$ cat config.mk
export PLATFORM = sky130hd
export DESIGN_NAME = mixdepth_scanout
export DESIGN_NICKNAME = d
export VERILOG_FILES = /design/src/rtl/mds_pkg.sv /design/src/rtl/mds_raster_walker.sv /design/src/rtl/mds_colour_select.sv /design/src/rtl/mds_out_stage.sv /design/src/rtl/mixdepth_scanout.sv
export SDC_FILE = /design/constraint.sdc
export NUM_CORES = 1
export LEC_CHECK = 0
export ABC_AREA = 1
export BUFFER_PORTS_ARGS = -buffer_cell sky130_fd_sc_hd__buf_2
export CAP_MARGIN = 20
export CORE_ASPECT_RATIO = 0.7
export CORE_MARGIN = 3
export CORE_UTILIZATION = 52
export CTS_BUF_LIST = sky130_fd_sc_hd__clkbuf_8 sky130_fd_sc_hd__clkbuf_16
export CTS_CLUSTER_SIZE = 8
export DETAILED_ROUTE_END_ITERATION = 12
export PLACE_DENSITY_LB_ADDON = 0.08
export SYNTH_ARGS = -nofsm -noshare
export SYNTH_HDL_FRONTEND = slang
export SYNTH_SLANG_ARGS = --single-unit
$ cat constraint.sdc
create_clock -name clk -period 4.6 [get_ports clk]
set_input_delay 0.92 -clock clk [delete_from_list [all_inputs] [get_ports clk]]
set_output_delay 0.92 -clock clk [all_outputs]
set_load 0.1 [all_outputs]
$ cat src/rtl/mds_pkg.sv
package mds_pkg;

    // Control-plane tag value that selects direct colour.
    localparam logic [7:0] DIRECT_TAG = 8'h03;

    typedef struct packed {
        logic [7:0] r;
        logic [7:0] g;
        logic [7:0] b;
    } rgb_t;

    typedef struct packed {
        logic valid;
        logic sof;
        logic eol;
    } pix_meta_t;

    function automatic logic tag_is_direct(input logic [7:0] tag);
        return tag == DIRECT_TAG;
    endfunction

    function automatic rgb_t unpack_direct(input logic [23:0] low_bits);
        return rgb_t'(low_bits);
    endfunction

endpackage

$ cat src/rtl/mds_raster_walker.sv
module mds_raster_walker
    import mds_pkg::*;
#(
    parameter int MAX_W  = 1024,
    parameter int MAX_H  = 768,
    parameter int STRIDE = 1024,
    parameter int WB     = 11,
    parameter int HB     = 10,
    parameter int ADDR_W = 20
) (
    input  logic              clk,
    input  logic              rst,
    input  logic              start,
    input  logic [WB-1:0]     req_w,
    input  logic [HB-1:0]     req_h,
    output logic              rd,
    output logic [ADDR_W-1:0] addr,
    output pix_meta_t         meta
);

    logic          running;
    logic [WB-1:0] x, wl, w_eff;
    logic [HB-1:0] y, hl, h_eff;
    logic          last_col, last_row;

    assign w_eff    = (req_w > WB'(MAX_W)) ? WB'(MAX_W) : req_w;
    assign h_eff    = (req_h > HB'(MAX_H)) ? HB'(MAX_H) : req_h;
    assign last_col = (x == wl - WB'(1));
    assign last_row = (y == hl - HB'(1));

    always_ff @(posedge clk) begin
        if (rst) begin
            running <= 1'b0;
            x       <= '0;
            y       <= '0;
            wl      <= '0;
            hl      <= '0;
        end else if (!running) begin
            if (start && (w_eff != '0) && (h_eff != '0)) begin
                running <= 1'b1;
                x       <= '0;
                y       <= '0;
                wl      <= w_eff;
                hl      <= h_eff;
            end
        end else if (last_col) begin
            x <= '0;
            if (last_row) running <= 1'b0;
            else          y       <= y + HB'(1);
        end else begin
            x <= x + WB'(1);
        end
    end

    assign rd        = running;
    assign addr      = ADDR_W'(y) * ADDR_W'(STRIDE) + ADDR_W'(x);
    assign meta.valid = running;
    assign meta.sof   = running && (x == '0) && (y == '0);
    assign meta.eol   = running && last_col;

    // the end of a row that is not the last moves to column 0 of the next row
    a_r2_next_row: assert property (@(posedge clk) disable iff (rst)
        (running && last_col && !last_row) |=> (running && x == '0 && y == $past(y) + HB'(1)));

    // a running frame keeps going and keeps its latched size
    a_r8_busy_holds: assert property (@(posedge clk) disable iff (rst)
        (running && !(last_col && last_row)) |=> (running && wl == $past(wl) && hl == $past(hl)));

    // latched size never exceeds the maximum raster
    a_r10_bounds: assert property (@(posedge clk) disable iff (rst)
        running |-> (wl <= WB'(MAX_W) && hl <= HB'(MAX_H) && x < wl && y < hl));

endmodule

$ cat src/rtl/mds_colour_select.sv
module mds_colour_select
    import mds_pkg::*;
#(
    parameter bit DIRECT_EN = 1'b1
) (
    input  logic      clk,
    input  logic      rst,
    input  pix_meta_t meta_in,
    input  logic [7:0]  idx_byte,
    input  logic [31:0] dir_word,
    input  logic [31:0] ctl_word,
    output logic        pal_en,
    output logic [7:0]  pal_idx,
    output pix_meta_t   meta_out,
    output logic        dir_sel_out,
    output rgb_t        dir_rgb_out
);

    pix_meta_t m1;
    logic      take_dir;

    // Stage 1: metadata aligned with plane data returning from memory.
    always_ff @(posedge clk) begin
        if (rst) m1 <= '0;
        else     m1 <= meta_in;
    end

    generate
        if (DIRECT_EN) begin : g_mixed
            logic unused_bits;
            assign unused_bits = ^{ctl_word[23:0], dir_word[31:24]};
            assign take_dir    = tag_is_direct(ctl_word[31:24]);
        end else begin : g_index_only
            logic unused_bits;
            assign unused_bits = ^{ctl_word, dir_word[31:24]};
            assign take_dir    = 1'b0;
        end
    endgenerate

    assign pal_idx = idx_byte;
    assign pal_en  = m1.valid && !take_dir;

    // Stage 2: direct colour delayed to match the palette latency.
    always_ff @(posedge clk) begin
        if (rst) begin
            meta_out    <= '0;
            dir_sel_out <= 1'b0;
            dir_rgb_out <= '0;
        end else begin
            meta_out    <= m1;
            dir_sel_out <= take_dir;
            dir_rgb_out <= unpack_direct(dir_word[23:0]);
        end
    end

    // a palette strobe is followed by an indexed pixel in stage 2
    a_r4_pal_follows: assert property (@(posedge clk) disable iff (rst)
        pal_en |=> (meta_out.valid && !dir_sel_out));

endmodule

$ cat src/rtl/mds_out_stage.sv
module mds_out_stage
    import mds_pkg::*;
(
    input  logic      clk,
    input  logic      rst,
    input  pix_meta_t meta_in,
    input  logic      dir_sel,
    input  rgb_t      dir_rgb,
    input  rgb_t      pal_rgb,
    output logic      out_valid,
    output rgb_t      out_rgb,
    output logic      out_sof,
    output logic      out_eol
);

    always_ff @(posedge clk) begin
        if (rst) begin
            out_valid <= 1'b0;
            out_sof   <= 1'b0;
            out_eol   <= 1'b0;
            out_rgb   <= '0;
        end else begin
            out_valid <= meta_in.valid;
            out_sof   <= meta_in.sof;
            out_eol   <= meta_in.eol;
            out_rgb   <= dir_sel ? dir_rgb : pal_rgb;
        end
    end

    // a stream always begins with the frame-start pixel
    a_r6_first_is_sof: assert property (@(posedge clk) disable iff (rst)
        $rose(out_valid) |-> out_sof);

    // frame start is a single pixel
    a_r6_sof_single: assert property (@(posedge clk) disable iff (rst)
        (out_valid && out_sof) |=> !out_sof);

    // pixels within a row leave back to back
    a_r7_row_contiguous: assert property (@(posedge clk) disable iff (rst)
        (out_valid && !out_eol) |=> out_valid);

endmodule

$ cat src/rtl/mixdepth_scanout.sv
module mixdepth_scanout
    import mds_pkg::*;
#(
    parameter int  MAX_W     = 1024,
    parameter int  MAX_H     = 768,
    parameter bit  DIRECT_EN = 1'b1,
    localparam int STRIDE    = MAX_W,
    localparam int WB        = $clog2(MAX_W + 1),
    localparam int HB        = $clog2(MAX_H + 1),
    localparam int ADDR_W    = $clog2(STRIDE * MAX_H)
) (
    input  logic              clk,
    input  logic              rst,
    input  logic              frame_start,
    input  logic [WB-1:0]     act_width,
    input  logic [HB-1:0]     act_height,
    output logic              pix_rd,
    output logic [ADDR_W-1:0] pix_addr,
    input  logic [7:0]        idx_rdata,
    input  logic [31:0]       dir_rdata,
    input  logic [31:0]       ctl_rdata,
    output logic              pal_rd_en,
    output logic [7:0]        pal_rd_idx,
    input  logic [23:0]       pal_rdata,
    output logic              out_valid,
    output logic [23:0]       out_rgb,
    output logic              out_sof,
    output logic              out_eol
);

    pix_meta_t meta0, meta2;
    logic      dir_sel2;
    rgb_t      dir_rgb2;
    rgb_t      rgb_q;

    mds_raster_walker #(
        .MAX_W (MAX_W),
        .MAX_H (MAX_H),
        .STRIDE(STRIDE),
        .WB    (WB),
        .HB    (HB),
        .ADDR_W(ADDR_W)
    ) u_walk (
        .clk  (clk),
        .rst  (rst),
        .start(frame_start),
        .req_w(act_width),
        .req_h(act_height),
        .rd   (pix_rd),
        .addr (pix_addr),
        .meta (meta0)
    );

    mds_colour_select #(
        .DIRECT_EN(DIRECT_EN)
    ) u_sel (
        .clk        (clk),
        .rst        (rst),
        .meta_in    (meta0),
        .idx_byte   (idx_rdata),
        .dir_word   (dir_rdata),
        .ctl_word   (ctl_rdata),
        .pal_en     (pal_rd_en),
        .pal_idx    (pal_rd_idx),
        .meta_out   (meta2),
        .dir_sel_out(dir_sel2),
        .dir_rgb_out(dir_rgb2)
    );

    mds_out_stage u_out (
        .clk      (clk),
        .rst      (rst),
        .meta_in  (meta2),
        .dir_sel  (dir_sel2),
        .dir_rgb  (dir_rgb2),
        .pal_rgb  (rgb_t'(pal_rdata)),
        .out_valid(out_valid),
        .out_rgb  (rgb_q),
        .out_sof  (out_sof),
        .out_eol  (out_eol)
    );

    assign out_rgb = rgb_q;

    // Cycles since reset, saturating, so the latency check never looks before reset.
    logic [1:0] age;
    always_ff @(posedge clk) begin
        if (rst)               age <= '0;
        else if (age != 2'd3)  age <= age + 2'd1;
    end

    // each output pixel appears exactly three edges after its plane read
    a_r7_latency: assert property (@(posedge clk) disable iff (rst)
        (age == 2'd3) |-> (out_valid == $past(pix_rd, 3)));

    // no palette strobe without an active pixel in flight
    a_r9_no_idle_lookup: assert property (@(posedge clk) disable iff (rst)
        pal_rd_en |-> $past(pix_rd));

endmodule

==> After elaboration in Yosys (flattened, before gate mapping) <==
Index checks and enable logic that the tools add are counted.
{ "totals": {"inputBits": 120, "regBits": 101} }
{ "classes": {"reduce_logical": 14, "add_sub_neg": 5, "eq_ne": 5, "bitwise_logic": 1, "n_lt_le_gt_ge": 2, "muxes": 14} }
{ "op_table": {"columns": ["operator", "n"], "rows": [
  ["$mux W10", 5],
  ["$mux W11", 4],
  ["$mux W24", 1],
  ["$add A20 B11 Y20", 1],
  ["$add A11 B1 Y11 const B", 1],
  ["$eq A11 B11 Y1", 1],
  ["$gt A11 B11 Y1 const B", 1],
  ["$logic_not A11 Y1", 1],
  ["$reduce_bool A11 Y1", 1],
  ["$sub A11 B1 Y11 const B", 1],
  ["$add A10 B1 Y10 const B", 1],
  ["$eq A10 B10 Y1", 1],
  ["$gt A10 B10 Y1 const B", 1],
  ["$logic_not A10 Y1", 1],
  ["$reduce_bool A10 Y1", 1],
  ["$sub A10 B1 Y10 const B", 1],
  ["$eq A8 B2 Y1 const B", 1],
  ["$logic_and A1 B1 Y1", 6],
  ["$mux W1", 4],
  ["$ne A2 B2 Y1 const B", 2],
  ["$reduce_and A3 Y1", 1],
  ["$reduce_and A2 Y1", 1],
  ["$reduce_bool A2 Y1", 1],
  ["$logic_not A1 Y1", 1],
  ["$not A1 Y1", 1]
]} }

==> Depth between registers and ports, before layout <==
{ "depth": {"ltp_word": 7, "ltp_mapped": 16} }

==> Cells and area by module <==
A second synthesis with hierarchy kept.
{ "hier_totals": {"hier_cells": 773, "hier_area_um2": 5190.0} }
{ "modules_own_cells": {"columns": ["module", "cells_each", "n_inst", "seq_area_each_um2", "area_each_um2"], "rows": [
  ["mds_raster_walker", 488, 1, 860.8, 3095.5],
  ["mds_out_stage", 161, 1, 540.5, 1072.3],
  ["mds_colour_select", 124, 1, 620.6, 1022.2]
]} }

==> Worst setup path before layout <==
No wires, ideal clock.
{ "synth_path": {"path_type": "reg-to-output", "from": "register u_walk.y[2]", "to": "output pix_addr[19]", "path_stages_with_launch": 6, "t_arrival_ns": 2.501, "n_path_buf": 1, "required_ns": 3.680, "path_slack_ns": 1.179, "path_cell_list": "dfxtp_1 -> buf_1 -> nand3_1 -> nor2_1 -> nand2_1 -> xor2_1"} }
{ "synth_via": {"elab_chain_cells": 1} }
{ "synth_lines": {"columns": ["item", "line_no", "rtl"], "rows": [
  ["start: declaration", "mds_raster_walker.sv:23", "logic [HB-1:0] y, hl, h_eff;"],
  ["start signal: assignment", "mds_raster_walker.sv:49", "else y <= y + HB'(1);"],
  ["$add A20 B11 Y20", "mds_raster_walker.sv:56", "assign addr = ADDR_W'(y) * ADDR_W'(STRIDE) + ADDR_W'(x);"],
  ["end: declaration", "mixdepth_scanout.sv:18", "output logic [ADDR_W-1:0] pix_addr,"]
]} }
No other way between the ends.

==> Worst setup path after layout <==
Ends and elaborated chain as after synthesis.

==> results.toml <==
[sta]
final-hold-violation-count = 0
finClkSkew_ps = 6.94
maxSlewViolCount = 0
fin_crit_ps = 3080
tightestPinTransition_ps = 1060
layout_setup_ws_ps = 1520
holdWs_ps = 402
fmax_mhz = 325
setup_tns_ps = 0
timing.slew.headroom_pct = 29.4
final-setup-viol-count = 0
period_share_pct = 66.9
rsz0062_at_grt = "no"

[setup_path]
worst_r2r_path_depth = 15
critPathLaunchType = "flop"
cpPeakStageDelay_ps = 650
timing.rr.start = "u_walk.wl[0]"
crit_fanout = 12
critPathKind = "reg -> out"
worstPathArrival_ps = 2160
crit_path_end_kind = "output pin"
path_cells = "nand3_1 -> nor2_1 -> nand2_1 -> xor2_1 -> buf_2"
critPathRequiredTime_ps = 3680
setup.worst_path.start = "u_walk.y[2]"
reg2reg_slack_ps = 2210
rr_endpoint = "u_walk.y[2]"
crit_slowest_cell = "dfxtp_1"
crit_end = "pix_addr[19]"

[power]
ir_drop_mv = 0.240
power_density_nw_per_um2 = 338
p_leak_nw = 2.93

[floorplan]
initial_utilization_pct = 55.1
die_x_microns = 125
die_area_sq_um = 11100
num_io_pins = 177
die_h_microns = 89.2
rows = 29
core_sq_um = 9330

[yosys]
synthesis.nets = 868
synth_cell_types = 40
synth_seq_cells = 101
yosysWarnings = 0
netlist_instances = 740
synth_area_per_cell_sq_um = 6.95
synthesis.area_sq_um = 5140
ys_seq_area_share_pct = 39.3

[clock_network]
cts.clk_slew.worst_paths_ps = 70
clk_latency_ps = 350
post_cts_buffers = 0
htree_levels = 3
cts_hold_buf = 0
cts_tree = "done"
cts-resized-gates = 0
cts_made_buffers = 9
clockRootBuffer = "clkbuf_16"
clk_path_buf_depth = 2
clock_sinks = 101

[layout]
fin_nets = 965
regArea_sq_um = 2020
finalNonFillerCells = 966
syn_to_final_growth_pct = 16.6
drive_gt1_share_pct = 21.0
final_cell_mix = "128 x nor2_1, 128 x buf_2, 120 x nand2_1"
fin_util_pct = 64.3
multi_input_area_sq_um = 2510
nFillCells = 877
antennaDiodeCount = 0

[drt]
top_layer = "met4"
wl_met1_microns = 6100
drt-vias-per-instance = 5.21
drc = 0
wl_per_cell_microns = 13.8
postRouteAntennaNets = 0
routed-wl-met2_microns = 6100
wirelength_microns = 13300
vias = 5033
drt_pass1_iterations = 6
drtIter0Drc = 419
wl_met3_microns = 999

[placed_design]
io_buffer_count = 128
hpwl_microns = 9860
gp_congestion = 0.895
dp_slack_ps = 1830
dpl.cell_count = 950

[grt]
grt_usage_pct = 23.5
grt_max_degree = 48
grt_pass1_vias = 4609
antenna_found_initial = 0
grt_pass1_wl_microns = 21500
grt-ovfl-total = 0

[min_path]
min_path_type = "reg -> reg"

[outcome]
status = "finished, final reports clean"

[job]
drv_cap = 0
-- flip-flops by register name, summed over array words and instances, names as in the netlist --
| signal | count |
|---|---|
| u_out.out_eol | 1 |
| u_out.out_rgb | 24 |
| u_out.out_sof | 1 |
| u_out.out_valid | 1 |
| u_sel.dir_rgb_out | 24 |
| u_sel.dir_sel_out | 1 |
| u_sel.m1 | 3 |
| u_sel.meta_out | 3 |
| u_walk.hl | 10 |
| u_walk.rd | 1 |
| u_walk.wl | 11 |
| u_walk.x | 11 |
| u_walk.y | 10 |
-- synth_stat cells --
cell type  number  area, sq um
nand3_2         2         20.0
clkbuf_1       13         48.8
buf_6           1         11.3
nand3_1        64          320
nand3b_1        2         15.0
xnor2_1         8         70.1
xor2_1         22          193
o31a_1          1         8.76
or2_2           2         12.5
o21bai_1        1         7.51
nor4_1          8         50.1
nor3_2          1         10.0
and2_1          1         6.26
o22ai_1         6         37.5
a21oi_1        13         65.1
nand2_1       120          450
a21boi_2        1         11.3
o21ai_0        47          235
nand2_2         5         31.3
o2111ai_1       1         8.76
buf_2           5         25.0
nor2_2          7         43.8
nor2_4          3         33.8
buf_1           5         18.8
buf_4          20          150
or2_1           1         6.26
inv_1          86          323
clkbuf_2        1         5.00
dfxtp_1       101         2020
a21oi_2         1         8.76
ha_1            8          100
nand4_1        27          169
a31oi_1         1         6.26
inv_2           7         26.3
nor2_1        128          480
o31ai_1         1         7.51
o21ai_1         6         30.0
nor3b_1         1         7.51
nor3_1         11         55.1
nand2_4         1         11.3
-- critical path: cells and delay by family, from the launching register on --
kind,cells,cell delay (ps)
xor gates and xnor gates,1,140
buffers and inverters,1,450
DFF,1,650
and+or+nand+nor,3,570
-- report_power, final --
group	switching (mW)	total [mW]	leakage, nW	internal [mW]
combinational	0.260	0.361	1.97	0.100
sequential	0.0195	0.928	0.830	0.909
clock	0.360	0.739	0.137	0.379
total	0.640	2.03	2.93	1.39
-- through the flow --
| step | instance area (sq um) | total power, mW |
|---|---|---|
| floorplan | 5140 | 1.25 |
| global placement | 5700 | 1.30 |
| detailed placement | 5700 | 1.31 |
| CTS | 6000 | 2.04 |
| global route | 6000 | 2.12 |
| finish | 6000 | 2.03 |
-- worst min-delay path by stage --
| stage | from | to | cells after the start |
|---|---|---|---|
| final | u_sel.meta_out[1] | u_out.out_sof | 2 |
| after global routing | u_sel.meta_out[1] | u_out.out_sof | 2 |
| after CTS | u_sel.meta_out[1] | u_out.out_sof | 2 |
| after detailed placement | u_sel.meta_out[1] | u_out.out_sof | 2 |
| after global placement | u_sel.meta_out[2] | u_out.out_valid | 2 |
| after floorplan | u_sel.meta_out[0] | u_out.out_eol | 2 |
-- layer usage --
layer / track usage [%] / vias to the layer above
li1: - / 2560
met1: 31.3 / 2259
met2: 40.0 / 193
met3: 5.37 / 21
met4: 5.22 / 0
met5: 0 / -
-- logic make-up (layout without fill, tap and decap cells) --
group	after synthesis	after routing	share of synthesized area, %
AO/OA/AOI/OAI	79	79	8.30
XOR/XNOR	30	30	5.11
adder cells (fa/ha/maj)	8	8	1.95
buffers and inverters	138	240	11.8
flip-flops	101	101	39.3
AND/OR/NAND/NOR	384	384	33.5
-- cell type report --
type / instances / area share [%]
multi-input combinational: 501 / 41.9
sequential: 101 / 33.7
timing repair buffer: 131 / 11.1
inverter: 93 / 5.82
clock buffer: 9 / 3.76
tap: 124 / 2.59
clock inverter: 7 / 1.15
Note: power is estimated with default switching activity, not from simulation.
